### config.mk
export PLATFORM = sky130hd
export DESIGN_NAME = sdr_cmd_monitor
export DESIGN_NICKNAME = d
export VERILOG_FILES = /design/src/rtl/sdrmon_pkg.sv /design/src/rtl/sdrmon_decode.sv /design/src/rtl/sdrmon_bank.sv /design/src/rtl/sdrmon_track.sv /design/src/rtl/sdr_cmd_monitor.sv
export SDC_FILE = /design/constraint.sdc
export NUM_CORES = 1
export LEC_CHECK = 0
export BUFFER_PORTS_ARGS = -buffer_cell sky130_fd_sc_hd__buf_2
export CAP_MARGIN = 30
export CORE_ASPECT_RATIO = 0.75
export CORE_MARGIN = 10
export CORE_UTILIZATION = 55
export DETAILED_ROUTE_END_ITERATION = 10
export GPL_TIMING_DRIVEN = 0
export PLACE_DENSITY = 0.77
export SYNTH_ARGS = -nofsm -noshare
export SYNTH_HDL_FRONTEND = slang
export SYNTH_SLANG_ARGS = --single-unit
### constraint.sdc
create_clock -name clk -period 6.7 [get_ports clk]
set_input_delay 0.67 -clock clk [delete_from_list [all_inputs] [get_ports clk]]
set_output_delay 0.67 -clock clk [all_outputs]
set_load 0.01 [all_outputs]
### src/rtl/sdrmon_pkg.sv
// Shared command and error encodings for the SDRAM command monitor.
package sdrmon_pkg;

    typedef enum logic [3:0] {
        CMD_DESEL = 4'd0,
        CMD_NOP   = 4'd1,
        CMD_MRS   = 4'd2,
        CMD_REF   = 4'd3,
        CMD_PRE   = 4'd4,
        CMD_ACT   = 4'd5,
        CMD_WR    = 4'd6,
        CMD_RD    = 4'd7,
        CMD_BST   = 4'd8
    } cmd_e;

    localparam int NUM_ERR = 10;

    typedef enum logic [3:0] {
        ERR_NONE    = 4'd0,
        ERR_MRD     = 4'd1,
        ERR_IDLE    = 4'd2,
        ERR_RCD     = 4'd3,
        ERR_RAS     = 4'd4,
        ERR_RP      = 4'd5,
        ERR_RC      = 4'd6,
        ERR_RRD     = 4'd7,
        ERR_APBUSY  = 4'd8,
        ERR_CLOSED  = 4'd9,
        ERR_REOPEN  = 4'd10
    } err_e;

endpackage

### src/rtl/sdrmon_decode.sv
// Command decoder.
// Turns the sampled control pins into a command code. Assumes the pins are
// already synchronous to clk. A cycle with clock enable low is treated as
// no command, because power-down tracking is not part of this block.
module sdrmon_decode
    import sdrmon_pkg::*;
(
    input  logic cke,
    input  logic cs_n,
    input  logic ras_n,
    input  logic cas_n,
    input  logic we_n,
    output cmd_e cmd
);

    // Map the strobe pattern to a command code.
    always_comb begin
        if (!cke || cs_n) begin
            cmd = CMD_DESEL;
        end else begin
            unique case ({ras_n, cas_n, we_n})
                3'b000:  cmd = CMD_MRS;
                3'b001:  cmd = CMD_REF;
                3'b010:  cmd = CMD_PRE;
                3'b011:  cmd = CMD_ACT;
                3'b100:  cmd = CMD_WR;
                3'b101:  cmd = CMD_RD;
                3'b110:  cmd = CMD_BST;
                default: cmd = CMD_NOP;
            endcase
        end
    end

endmodule

### src/rtl/sdrmon_bank.sv
// Per-bank tracker.
// Holds the open flag and the open row of one bank, plus four down-counters
// that measure the minimum spacing from its last ACTIVE and last close. Each
// counter is loaded with (spacing - 1) on its event and counts down to zero.
// A nonzero counter means the matching command is still too early.
// Assumes at most one of act_i / pre_i / ap_i is high in a cycle and that
// every spacing parameter is at least 1.
module sdrmon_bank #(
    parameter int ADDR_W    = 12,
    parameter int CW        = 5,
    parameter int T_RCD     = 2,
    parameter int T_RAS     = 5,
    parameter int T_RP      = 2,
    parameter int T_RC      = 7,
    parameter int BURST_LEN = 4
) (
    input  logic              clk,
    input  logic              rst_n,
    input  logic              act_i,
    input  logic              pre_i,
    input  logic              ap_i,
    input  logic [ADDR_W-1:0] row_i,
    output logic              open_o,
    output logic [ADDR_W-1:0] row_o,
    output logic              rcd_busy_o,
    output logic              ras_busy_o,
    output logic              rp_busy_o,
    output logic              rc_busy_o
);

    localparam logic [CW-1:0] LD_RCD  = CW'(T_RCD - 1);
    localparam logic [CW-1:0] LD_RAS  = CW'(T_RAS - 1);
    localparam logic [CW-1:0] LD_RC   = CW'(T_RC - 1);
    localparam logic [CW-1:0] LD_RP   = CW'(T_RP - 1);
    localparam logic [CW-1:0] LD_APRP = CW'(BURST_LEN + T_RP - 1);

    logic [CW-1:0] rcd_q, ras_q, rc_q, rp_q;

    function automatic logic [CW-1:0] step_down(input logic [CW-1:0] v);
        return (v == '0) ? v : v - CW'(1);
    endfunction

    // Open flag and captured row.
    always_ff @(posedge clk) begin
        if (!rst_n) begin
            open_o <= 1'b0;
            row_o  <= '0;
        end else if (act_i) begin
            open_o <= 1'b1;
            row_o  <= row_i;
        end else if (pre_i || ap_i) begin
            open_o <= 1'b0;
        end
    end

    // Spacing counters, loaded on their event, otherwise counting to zero.
    always_ff @(posedge clk) begin
        if (!rst_n) begin
            rcd_q <= '0;
            ras_q <= '0;
            rc_q  <= '0;
            rp_q  <= '0;
        end else begin
            rcd_q <= act_i ? LD_RCD : step_down(rcd_q);
            ras_q <= act_i ? LD_RAS : step_down(ras_q);
            rc_q  <= act_i ? LD_RC  : step_down(rc_q);
            if (pre_i)
                rp_q <= LD_RP;
            else if (ap_i)
                rp_q <= LD_APRP;
            else
                rp_q <= step_down(rp_q);
        end
    end

    assign rcd_busy_o = (rcd_q != '0);
    assign ras_busy_o = (ras_q != '0);
    assign rc_busy_o  = (rc_q  != '0);
    assign rp_busy_o  = (rp_q  != '0);

endmodule

### src/rtl/sdrmon_track.sv
// Device-wide spacing tracker.
// Counts the mode-register settle window, the bank-to-bank activate window
// and the auto-precharge burst window. It also remembers which bank was
// activated last. Counters use the same load-(n-1)-and-count-down scheme as
// the per-bank tracker. Assumes every spacing parameter is at least 1.
module sdrmon_track #(
    parameter int BA_W      = 2,
    parameter int CW        = 5,
    parameter int T_MRD     = 2,
    parameter int T_RRD     = 2,
    parameter int BURST_LEN = 4
) (
    input  logic            clk,
    input  logic            rst_n,
    input  logic            mrs_i,
    input  logic            act_i,
    input  logic            ap_i,
    input  logic [BA_W-1:0] ba_i,
    output logic            mrd_busy_o,
    output logic            rrd_busy_o,
    output logic            ap_busy_o,
    output logic [BA_W-1:0] last_ba_o
);

    localparam logic [CW-1:0] LD_MRD = CW'(T_MRD - 1);
    localparam logic [CW-1:0] LD_RRD = CW'(T_RRD - 1);
    localparam logic [CW-1:0] LD_AP  = CW'(BURST_LEN - 1);

    logic [CW-1:0] mrd_q, rrd_q, ap_q;

    function automatic logic [CW-1:0] step_down(input logic [CW-1:0] v);
        return (v == '0) ? v : v - CW'(1);
    endfunction

    // Device-wide counters and last activated bank.
    always_ff @(posedge clk) begin
        if (!rst_n) begin
            mrd_q     <= '0;
            rrd_q     <= '0;
            ap_q      <= '0;
            last_ba_o <= '0;
        end else begin
            mrd_q <= mrs_i ? LD_MRD : step_down(mrd_q);
            rrd_q <= act_i ? LD_RRD : step_down(rrd_q);
            ap_q  <= ap_i  ? LD_AP  : step_down(ap_q);
            if (act_i)
                last_ba_o <= ba_i;
        end
    end

    assign mrd_busy_o = (mrd_q != '0);
    assign rrd_busy_o = (rrd_q != '0);
    assign ap_busy_o  = (ap_q  != '0);

endmodule

### src/rtl/sdr_cmd_monitor.sv
// SDR SDRAM command-bus timing monitor (top).
// A passive observer. It decodes each sampled command and updates the bank
// trackers. It then evaluates every protocol and spacing rule against the
// state before the command, and gathers violations into sticky flags plus a
// first-error code. Every output is registered, so an effect appears one edge
// after the command is sampled. Assumes spacings >= 1 and AP_BIT < ADDR_W.
module sdr_cmd_monitor
    import sdrmon_pkg::*;
#(
    parameter int BA_W      = 2,
    parameter int ADDR_W    = 12,
    parameter int AP_BIT    = 10,
    parameter int T_MRD     = 2,
    parameter int T_RCD     = 2,
    parameter int T_RAS     = 5,
    parameter int T_RP      = 2,
    parameter int T_RC      = 7,
    parameter int T_RRD     = 2,
    parameter int BURST_LEN = 4,
    localparam int NB       = 1 << BA_W
) (
    input  logic                 clk,
    input  logic                 rst_n,
    input  logic                 cke,
    input  logic                 cs_n,
    input  logic                 ras_n,
    input  logic                 cas_n,
    input  logic                 we_n,
    input  logic [BA_W-1:0]      ba,
    input  logic [ADDR_W-1:0]    addr,
    output logic [3:0]           cmd_o,
    output logic [NB-1:0]        bank_open_o,
    output logic [NB*ADDR_W-1:0] open_row_o,
    output logic [NUM_ERR-1:0]   err_flags_o,
    output logic [3:0]           err_first_o
);

    localparam int CW = $clog2(T_MRD + T_RCD + T_RAS + T_RP + T_RC + T_RRD + BURST_LEN + 1);

    cmd_e cmd;
    logic is_mrs, is_ref, is_pre, is_act, is_rdwr, is_live, ap_bit;

    sdrmon_decode u_decode (
        .cke   (cke),
        .cs_n  (cs_n),
        .ras_n (ras_n),
        .cas_n (cas_n),
        .we_n  (we_n),
        .cmd   (cmd)
    );

    assign ap_bit  = addr[AP_BIT];
    assign is_mrs  = (cmd == CMD_MRS);
    assign is_ref  = (cmd == CMD_REF);
    assign is_pre  = (cmd == CMD_PRE);
    assign is_act  = (cmd == CMD_ACT);
    assign is_rdwr = (cmd == CMD_RD) || (cmd == CMD_WR);
    assign is_live = (cmd != CMD_NOP) && (cmd != CMD_DESEL);

    logic [NB-1:0] open_v, rcd_b, ras_b, rp_b, rc_b;
    logic [NB-1:0] act_sel, pre_sel, ap_sel;

    // One tracker per bank; each sees only the events aimed at it.
    for (genvar b = 0; b < NB; b++) begin : g_bank
        logic [ADDR_W-1:0] row_q;

        assign act_sel[b] = is_act  && (ba == BA_W'(b));
        assign pre_sel[b] = is_pre  && (ap_bit || (ba == BA_W'(b)));
        assign ap_sel[b]  = is_rdwr && ap_bit && (ba == BA_W'(b));

        sdrmon_bank #(
            .ADDR_W    (ADDR_W),
            .CW        (CW),
            .T_RCD     (T_RCD),
            .T_RAS     (T_RAS),
            .T_RP      (T_RP),
            .T_RC      (T_RC),
            .BURST_LEN (BURST_LEN)
        ) u_bank (
            .clk        (clk),
            .rst_n      (rst_n),
            .act_i      (act_sel[b]),
            .pre_i      (pre_sel[b]),
            .ap_i       (ap_sel[b]),
            .row_i      (addr),
            .open_o     (open_v[b]),
            .row_o      (row_q),
            .rcd_busy_o (rcd_b[b]),
            .ras_busy_o (ras_b[b]),
            .rp_busy_o  (rp_b[b]),
            .rc_busy_o  (rc_b[b])
        );

        assign open_row_o[b*ADDR_W +: ADDR_W] = row_q;
    end

    logic            mrd_busy, rrd_busy, ap_busy;
    logic [BA_W-1:0] last_ba;

    sdrmon_track #(
        .BA_W      (BA_W),
        .CW        (CW),
        .T_MRD     (T_MRD),
        .T_RRD     (T_RRD),
        .BURST_LEN (BURST_LEN)
    ) u_track (
        .clk        (clk),
        .rst_n      (rst_n),
        .mrs_i      (is_mrs),
        .act_i      (is_act),
        .ap_i       (is_rdwr && ap_bit),
        .ba_i       (ba),
        .mrd_busy_o (mrd_busy),
        .rrd_busy_o (rrd_busy),
        .ap_busy_o  (ap_busy),
        .last_ba_o  (last_ba)
    );

    logic [NUM_ERR-1:0] err_now;
    logic [3:0]         first_now;

    // Rule evaluation against the state before this command; bit k-1 is code k.
    always_comb begin
        err_now = '0;
        err_now[ERR_MRD-1]    = mrd_busy && is_live;
        err_now[ERR_IDLE-1]   = (is_mrs || is_ref) && (|open_v);
        err_now[ERR_RCD-1]    = is_rdwr && rcd_b[ba];
        err_now[ERR_RAS-1]    = is_pre && (ap_bit ? |(open_v & ras_b)
                                                  : (open_v[ba] && ras_b[ba]));
        err_now[ERR_RP-1]     = is_act && rp_b[ba];
        err_now[ERR_RC-1]     = is_act && rc_b[ba];
        err_now[ERR_RRD-1]    = is_act && rrd_busy && (ba != last_ba);
        err_now[ERR_APBUSY-1] = is_rdwr && ap_busy;
        err_now[ERR_CLOSED-1] = (is_rdwr || (is_pre && !ap_bit)) && !open_v[ba];
        err_now[ERR_REOPEN-1] = is_act && open_v[ba];
    end

    // Lowest raised code wins when several rules break together.
    always_comb begin
        first_now = ERR_NONE;
        for (int k = NUM_ERR - 1; k >= 0; k--) begin
            if (err_now[k])
                first_now = 4'(k + 1);
        end
    end

    // Registered command view and sticky error record.
    always_ff @(posedge clk) begin
        if (!rst_n) begin
            cmd_o       <= CMD_DESEL;
            err_flags_o <= '0;
            err_first_o <= ERR_NONE;
        end else begin
            cmd_o       <= cmd;
            err_flags_o <= err_flags_o | err_now;
            if (err_first_o == ERR_NONE)
                err_first_o <= first_now;
        end
    end

    assign bank_open_o = open_v;

endmodule

Yosys cells after proc, flatten, opt, wreduce, memory -nomap -nowiden --
Cells that the tools add are included.
Cells by class: $add $sub $neg 19, magnitude comparators 1, equal/unequal tests 40, mux-type cells 73, bitwise operators 3, reduce and logical (&&, ||, !) cells 105
Operators with widths (number):
- logical NOT 5 bit | 19
- nonzero test 5 bit | 19
- subtractor 5 x 1 -> 5 bit (second input constant) | 19
- two-way mux 3 bit | 24
- two-way mux 4 bit | 11
- inequality test 2 x 1 -> 1 bit (second input constant) | 17
- two-way mux 1 bit | 30
- case mux 4 bit (7 select lines) | 1
- logical AND 1 bit | 27
- OR reduction 2 bit | 11
- equality test 4 x 3 -> 1 bit (second input constant) | 4
- logical OR 1 bit | 12
- inequality test 3 x 1 -> 1 bit (second input constant) | 4
- OR reduction 3 bit | 4
- binary-select mux 1 bit (select 2 bit) | 5
- bitwise OR 10 bit | 1
- equality test 3 bit (second input constant) | 3
- equality test 4 x 2 -> 1 bit (second input constant) | 2
- nonzero test 2 bit | 4
- OR reduction 4 bit | 2
- equality test 3 x 2 -> 1 bit (second input constant) | 2
- bitwise AND 4 bit | 1
- equality test 2 bit (second input constant) | 2
- logical NOT 4 bit | 1
- other kinds (12) | 16
Word-level totals: register bits 167, bits of input ports 21, output and inout bits 70, word-level logic and storage cells 295

Longest topological paths before layout --
Gate-level depths: netlist (run 1).
depth after elaboration 16, depth in mapped cells 9, gate-level depth less buffers 8

Cells and area by module --
From an unflattened synthesis (run 1), not the netlist that was laid out.
Second synthesis, totals: cells, all modules 777, area, all modules 7712.4 um2
Modules (own cells, without submodules):
- sdrmon_bank | instances 4, cells an instance 143, area each 1457.6 um2, seq. area each 660.6 um2
- sdr_cmd_monitor | instances 1, cells an instance 118, area each 1042.2 um2, seq. area each 360.3 um2
- sdrmon_track | instances 1, cells an instance 79, area each 788.3 um2, seq. area each 340.3 um2
- sdrmon_decode | instances 1, cells an instance 8, area each 51.3 um2, seq. area each 0.0 um2

Worst setup path before layout (run 1) --
No wires, ideal clock.
path kind input port to flip-flop, from input ras_n, to register g_bank[3].u_bank.row_o[10], setup time 60 ps, arrival time 2166 ps, required time 6640 ps, path slack 4474 ps, stages on the path 8, buffers on the path 3, cell sequence clkbuf_1 > nor3b_2 > and3_1 > buf_2 > nand2_1 > nor2_1 > buf_2 > a22o_1
Between the ends: cells in the longest elaborated chain, start to end 5, elaborated cells between the ends (all ways) 11, those cells by class 7 x eq/ne; 2 x mux; 2 x reduce/logical
RTL lines:
- start, declared | RTL line sdr_cmd_monitor.sv:26 | input logic ras_n,
- equality test 3 bit, or another cell as far along | RTL line sdrmon_decode.sv:21 | unique case ({ras_n, cas_n, we_n})
- case mux 4 bit (7 select lines) * | RTL line sdrmon_decode.sv:21
- two-way mux 4 bit * | RTL line sdrmon_decode.sv:18 | if (!cke || cs_n) begin
- equality test 4 x 3 -> 1 bit * | RTL line sdr_cmd_monitor.sv:56 | assign is_act = (cmd == CMD_ACT);
- logical AND 1 bit * | RTL line sdr_cmd_monitor.sv:67 | assign act_sel[b] = is_act && (ba == BA_W'(b));
- end signal, assigned | RTL line sdrmon_bank.sv:50 | row_o <= row_i;
- end, declared | RTL line sdrmon_bank.sv:24 | output logic [ADDR_W-1:0] row_o,
Mark *: on every way between the ends. The rest lies on a longest branch, timed or not. A chain may end at the register's enable or synchronous reset.

Worst setup path in the final report (run 1) --
from register g_bank[2].u_bank.rc_q[0], to register err_first_o[1]
Between the ends: cells in the longest elaborated chain, start to end 10
RTL lines:
- start, declared | RTL line sdrmon_bank.sv:37 | logic [CW-1:0] rcd_q, ras_q, rc_q, rp_q;
- start signal, assigned | RTL line sdrmon_bank.sv:66 | rc_q <= act_i ? LD_RC : step_down(rc_q);
- nonzero test 5 bit | RTL line sdrmon_bank.sv:78 | assign rc_busy_o = (rc_q != '0);
- binary-select mux 1 bit (select 2 bit) | RTL line sdr_cmd_monitor.sv:131 | err_now[ERR_RC-1] = is_act && rc_b[ba];
- two-way mux 1 bit (implied by the code) | RTL line sdr_cmd_monitor.sv:131
- logical AND 1 bit | RTL line sdr_cmd_monitor.sv:131
- two-way mux 4 bit (6 in a row) | RTL line sdr_cmd_monitor.sv:142 | if (err_now[k])
- end signal, assigned | RTL line sdr_cmd_monitor.sv:157 | err_first_o <= first_now;
- end, declared | RTL line sdr_cmd_monitor.sv:35 | output logic [3:0] err_first_o
Every way passes these cells. The select of a mux whose other input is x is not followed.

==> flow_summary.yaml, run 1 <==
place:
  placedInstanceArea_mm2: 0.00788
  dp_hpwl_um: 13100
  io_buffers: 88
  routabilityCongestion: 0.861
layout:
  regArea_mm2: 0.00334
  multi_input_comb_area_mm2: 0.00355
  finalInstanceArea_mm2: 0.00846
  num_antenna_cells: 0
  drive_gt1_share_pct: 16.7
  nFillCells: 1061
  finalNetCount: 951
  syn2layout_area_growth_pct: 17.2
yosys:
  ys_top_cells_by_area: "dfxtp_1 46%, nand2_1 5.6%, xnor2_1 5.1%, nor2_1 4.3%, ha_1 3.6%"
  yosys-top-cells-count: "167 x dfxtp_1, 107 x nand2_1, 83 x nor2_1"
  synth_seq_cells: 167
  synth-seq-area-share_pct: 46.3
  yosys_warnings: 0
  synth_cells: 801
  ys_types: 57
  synth.most_common_cell: "dfxtp_1"
  post-synth-top-area-cell: "dfxtp_1"
  yosysTopAreaCellShare_pct: 46.3
  synth_edf_count: 0
  synthArstFlopShare_pct: 0
  synthFlopType: "dfxtp_1"
  synth_area_per_cell_um2: 9.01
  syn_nets: 843
  synthesis.area_mm2: 0.00721
setup_path:
  rr_worst_depth: 8
  crit_type: "register to register"
  r2r-start: "g_bank[2].u_bank.rc_q[0]$_SDFFE_PP0N_"
  worstPathRequired_ps: 7020
  worstPathArrival_ps: 2750
  r2r_slack_ps: 4270
  path_max_fanout: 5
  cp-end-kind: "register"
  r2r-end: "err_first_o[1]$_SDFFE_PN0N_"
  cp-start-kind: "register"
clock_network:
  cts_buffer_depth: 2
  ctsHtreeMaxLevel: 4
  cts_setup_buffers: 0
  cts_tree: "yes"
  post_cts_resized: 0
  cts_hold_buf: 0
  clk_pin_slew_ps: 70
  cts_root_buf: "clkbuf_16"
  clk_latency_ps: 430
  cts.sinks: 167
  cts-buffers-inserted: 17
die:
  die_w_um: 152
  start_util_pct: 55.8
  ioPinCount: 91
  rows: 36
  die_area_mm2: 0.0181
  fp.dieH_um: 119
  core_area_mm2: 0.0129
min_path:
  hold_class: "register to register"
  worstHoldStart: "g_bank[2].u_bank.rcd_q[4]$_SDFFE_PP0N_"
  min_to: "g_bank[2].u_bank.rcd_q[4]$_SDFFE_PP0N_"
  hold_path_depth: 2
route:
  drc: 0
  wl_per_cell_um: 16.3
  dr.pass1.iters: 5
  vias: 5937
  drt-total-wl_um: 17800
  ant_nets: 0
  drt-initial-drc-count: 506
  routed_via_density: 5.43
global_route:
  grt_max_degree: 17
  grt_pass1_wl_um: 29200
  grt_usage_pct: 19.3
  grt_pass1_vias: 5708
  antenna_found_initial: 0
  grt_overflow: 0
sta:
  hold_viol_final: 0
  tightest_slew_ps: 753
  post-route-period-util_pct: 36.3
  drv_slew: 0
  setup_violations: 0
  grt_setup_unrepaired: "no"
  fin_crit_ps: 2430
  fmax_mhz: 411
  slew_headroom_pct: 49.5
  fin_skew_ps: 7.85
  fin_setup_tns_ps: 0
  fin_hold_ws_ps: 442
job:
  max_cap_violations: 0
pwr:
  ir_drop_mv: 0.227
  power_density_mw_per_mm2: 447
  cellLeakagePower_nw: 3.62
run_status:
  status: "completed"
logic make-up after synthesis:
kind of cell    synth area share [%]
compound gates                  16.3
xor+xnor                        5.22
fa+ha+maj                       3.64
buf+inv                         4.39
flops                           46.3
mux                             1.58
simple gates                    22.5
power breakdown:
part | internal, W | leakage [nW] | switching, W
Sequential | 0.00122 | 1.36 | 0.000192
Combinational | 0.000684 | 1.99 | 0.000729
Clock | 0.000533 | 0.271 | 0.000425
placed cells by master, fill, tap and decap left out, types with 3 or more instances in the layout:
cell type | netlist | routed
nand3_1 | 5 | 5
a21boi_1 | 19 | 19
clkbuf_16 | 0 | 17
nand3b_1 | 4 | 4
dfxtp_1 | 167 | 167
ha_1 | 21 | 21
or3_1 | 5 | 5
xnor2_1 | 42 | 42
nor4b_2 | 13 | 13
nor2_1 | 83 | 83
and3_1 | 10 | 10
a211oi_1 | 5 | 5
and2_1 | 7 | 7
o21a_1 | 12 | 12
a22oi_1 | 3 | 3
a21o_1 | 15 | 15
a21boi_0 | 19 | 19
nand2_1 | 107 | 107
o22ai_1 | 4 | 4
clkbuf_1 | 21 | 22
buf_2 | 7 | 95
inv_6 | 0 | 5
o31a_1 | 4 | 4
a22o_1 | 26 | 26
nor3_1 | 46 | 46
nand2b_1 | 5 | 5
nor3b_1 | 7 | 7
o21ai_1 | 3 | 3
nor2b_1 | 11 | 11
mux2i_1 | 8 | 8
nor4_1 | 4 | 4
o21ai_0 | 16 | 16
a21oi_1 | 25 | 25
clkinvlp_4 | 0 | 4
nor4b_1 | 4 | 4
buf_4 | 4 | 4
inv_1 | 44 | 44
worst max path at each step:
stage,from,endpoint,slack (ps),cells past startpoint
floorplan,ras_n,g_bank[3].u_bank.row_o[10]$_SDFFE_PN0P_,4470,8
global placement,ras_n,g_bank[1].u_bank.ras_q[3]$_SDFFE_PP0N_,3890,7
detailed placement,ras_n,g_bank[3].u_bank.row_o[9]$_SDFFE_PN0P_,3890,8
CTS,g_bank[2].u_bank.rc_q[0]$_SDFFE_PP0N_,err_first_o[1]$_SDFFE_PN0N_,4280,8
global route,g_bank[2].u_bank.rc_q[0]$_SDFFE_PP0N_,err_first_o[1]$_SDFFE_PN0N_,4060,8
finish,g_bank[2].u_bank.rc_q[0]$_SDFFE_PP0N_,err_first_o[1]$_SDFFE_PN0N_,4270,8
per-layer routing:
| layer | wire [um] | track usage, % |
|---|---|---|
| met5 | 0 | 0 |
| met4 | 169 | 4.50 |
| met3 | 1320 | 6.72 |
| met2 | 7750 | 29.6 |
| met1 | 8530 | 25.6 |
worst max-delay path, cell delays in order (launching register included):
cell and delay [ps]:
dfxtp_1 310, inv_1 90, ha_1 220, nor4b_2 600, a22oi_1 200, and3_1 290
or3_1 370, a21oi_1 170, o21ai_1 70
metrics by stage:
step                setup slack [ps]  util [%]  instances  power, W
CTS                             4280      65.4       1093   0.00379
finish                          4270      65.4       1093   0.00378
global placement                3890      60.9       1060   0.00277
floorplan                       4470         -        801   0.00255
global route                    4060      65.4       1093   0.00406
detailed placement              3890      61.0       1061   0.00282
area by class of cell:
cell class	count	share of cell area, %
flip-flops and latches	167	39.5
repair buffers	89	5.34
clock inverters	13	1.60
plain buffers	34	1.79
inverters	44	1.95
multi-input cells	556	42.0
clock buffers	19	5.24
well taps	171	2.53
flip-flops by register name (all words and copies together) (netlist names):
register,count
g_bank.u_bank.row_o,48
g_bank.u_bank.ras_q,20
g_bank.u_bank.rc_q,20
g_bank.u_bank.rcd_q,20
g_bank.u_bank.rp_q,20
err_flags_o,10
u_track.ap_q,5
u_track.mrd_q,5
u_track.rrd_q,5
cmd_o,4
err_first_o,4
g_bank.u_bank.open_o,4
u_track.last_ba_o,2
Note: power is estimated with default switching activity, not from simulation.
==> run 2: changes to the inputs <==
--- a/config.mk
+++ b/config.mk
@@ -9,7 +9,7 @@
 export CAP_MARGIN = 30
 export CORE_ASPECT_RATIO = 0.75
 export CORE_MARGIN = 10
-export CORE_UTILIZATION = 55
+export CORE_UTILIZATION = 52
 export DETAILED_ROUTE_END_ITERATION = 10
 export GPL_TIMING_DRIVEN = 0
 export PLACE_DENSITY = 0.77
==> constraint.sdc (replaced) <==
create_clock -name clk -period 2.1 [get_ports clk]
set_input_delay 0.21 -clock clk [delete_from_list [all_inputs] [get_ports clk]]
set_output_delay 0.21 -clock clk [all_outputs]
set_load 0.01 [all_outputs]
==> flow_summary.yaml, run 2 (same netlist as run 1, synthesis figures left out) <==
route:
  drt-initial-drc-count: 497
  ant_nets: 0
  wl_per_cell_um: 17.1
  drt-total-wl_um: 18900
  vias: 5969
  dr.pass1.iters: 5
  drc: 0
  routed_via_density: 5.41
setup_path:
  path_max_fanout: 6
  worstPathCellList: "inv_1 -> ha_1 -> nor4b_4 -> a222oi_1 -> nand3_1 -> a41oi_1 -> a21o_1"
  cp_num_buf_inv: 1
  max_stage_delay_ps: 480
  r2r_slack_ps: 70
  worst_path_max_delay_cell: "a222oi_1"
  crit_type: "register to register"
  worstPathRequired_ps: 2480
  worstPathArrival_ps: 2420
  critPathTopFamily: "compound AO/OA/AOI/OAI gates"
  cp-start-kind: "register"
  cp-end-kind: "register"
place:
  dp.cells: 1065
  routabilityCongestion: 0.878
  io_buffers: 88
  placedInstanceArea_mm2: 0.00789
  dp_hpwl_um: 13400
pwr:
  cellLeakagePower_nw: 3.78
  ir_drop_mv: 0.805
  p_sw_share_pct: 36.6
  power.total_w: 0.0129
  combPwrFrac_pct: 39.6
  p_int_w: 0.00816
  clkPwrFrac_pct: 24.7
  power_density_mw_per_mm2: 1470
  pwr-share-seq_pct: 35.7
  p_sw_w: 0.00471
global_route:
  grt_use_met1_pct: 26.2
  grt_use_met2_pct: 30.6
  antenna_found_initial: 0
  use_met3_pct: 5.28
  grt_pass1_wl_um: 29900
  grt_max_degree: 19
  grt_usage_pct: 19.5
  grt.busiest_layer: "met2"
  grt_overflow: 0
  grt_pass1_vias: 5681
layout:
  final_common_cell: "dfxtp_1"
  layout.cells.non_filler: 1103
  drive_gt1_share_pct: 19.8
  largest_reg_flops: 48
  finalNetCount: 957
  postLayoutCoreUtil_pct: 64.1
  top_register: "g_bank.u_bank.row_o"
  finalInstanceArea_mm2: 0.00875
  layout_common_cells: "165 x dfxtp_1, 107 x nand2_1, 95 x buf_2"
  num_antenna_cells: 0
  syn2layout_area_growth_pct: 21.3
clock_network:
  cts_tree: "yes"
  clk_latency_ps: 430
  cts.sinks: 167
  cts_buffer_depth: 2
  ctsHtreeMaxLevel: 4
  clk_pin_slew_ps: 70
  cts_root_buf: "clkbuf_16"
  cts-buffers-inserted: 17
  cts_hold_buf: 0
die:
  ioPinCount: 91
  core_area_mm2: 0.0137
  start_util_pct: 52.8
  die_w_um: 156
  die_area_mm2: 0.0190
  rows: 37
  fp.dieH_um: 122
sta:
  fin_crit_ps: 2030
  hold_viol_final: 0
  fin_skew_ps: 6.48
  fmax_mhz: 492
  tightest_slew_ps: 701
  slew_headroom_pct: 53.2
  drv_slew: 0
  post-route-period-util_pct: 96.8
  setup_violations: 0
run_status:
  status: "completed"
job:
  max_cap_violations: 0
min_path:
  hold_class: "primary input to register"
==> run 2: worst reg2reg max path, delay by kind of cell, from the launching register on <==
family,cells,cell delay [ps]
AO/OA/AOI/OAI,3,820
adder cells (fa/ha/maj),1,240
buffers and inverters,1,60
flip-flops,1,370
AND/OR/NAND/NOR,2,500
==> run 2: per-layer routing <==
metal | vias up | routed length [um]
met5 | - | 0
met4 | 0 | 170
li1 | 2980 | -
met2 | 188 | 8570
met3 | 19 | 1480
met1 | 2782 | 8650
==> run 2: area by class of cell <==
cell class | count | area [um2]
plain buffers | 32 | 144
clock buffers | 17 | 425
clock inverters | 15 | 179
fillers | 1113 | 4910
inverters | 44 | 165
multi-input cells | 556 | 3760
flip-flops and latches | 167 | 3350
well taps | 175 | 219
repair buffers | 97 | 505
==> run 2: through the flow <==
step	setup WS, ps	TNS (ps)	hold WS (ps)
3_5_place_dp	-308	-7970	434
4_1_cts	-31.3	-31.3	8.48
2_1_floorplan	47.4	0	288
6_report	66.5	0	21.0
3_3_place_gp	-268	-7600	430
5_1_grt	-17.2	-17.2	28.2
==> run 2: worst paths after layout <==
| path | start | end | cells past startpoint |
|---|---|---|---|
| setup / recovery | g_bank[3].u_bank.rp_q[0]$_SDFFE_PN0P_ | err_first_o[0]$_SDFFE_PN0N_ | 7 |
| hold / removal | we_n | cmd_o[3]$_SDFF_PN0_ | 2 |
| setup reg to reg | g_bank[3].u_bank.rp_q[0]$_SDFFE_PN0P_ | err_first_o[0]$_SDFFE_PN0N_ | 7 |
| hold reg to reg | g_bank[2].u_bank.row_o[7]$_SDFFE_PN0P_ | g_bank[2].u_bank.row_o[7]$_SDFFE_PN0P_ | 2 |
==> run 2: timing repair <==
| item | CTS | global route |
|---|---|---|
| pin swaps | 1 | 5 |
| setup buffers | 4 | 4 |
| gates resized for setup | 20 | 17 |
| endpoints found under the setup margin | 4 | 12 |
==> run 2: power groups by stage <==
stage | Combinational (W) | Clock (W) | Sequential (W)
detailed placement | 0.00455 | 0 | 0.00454
CTS | 0.00489 | 0.00321 | 0.00456
finish | 0.00509 | 0.00319 | 0.00460
global placement | 0.00440 | 0 | 0.00453
floorplan | 0.00373 | 0 | 0.00444
global route | 0.00575 | 0.00335 | 0.00470
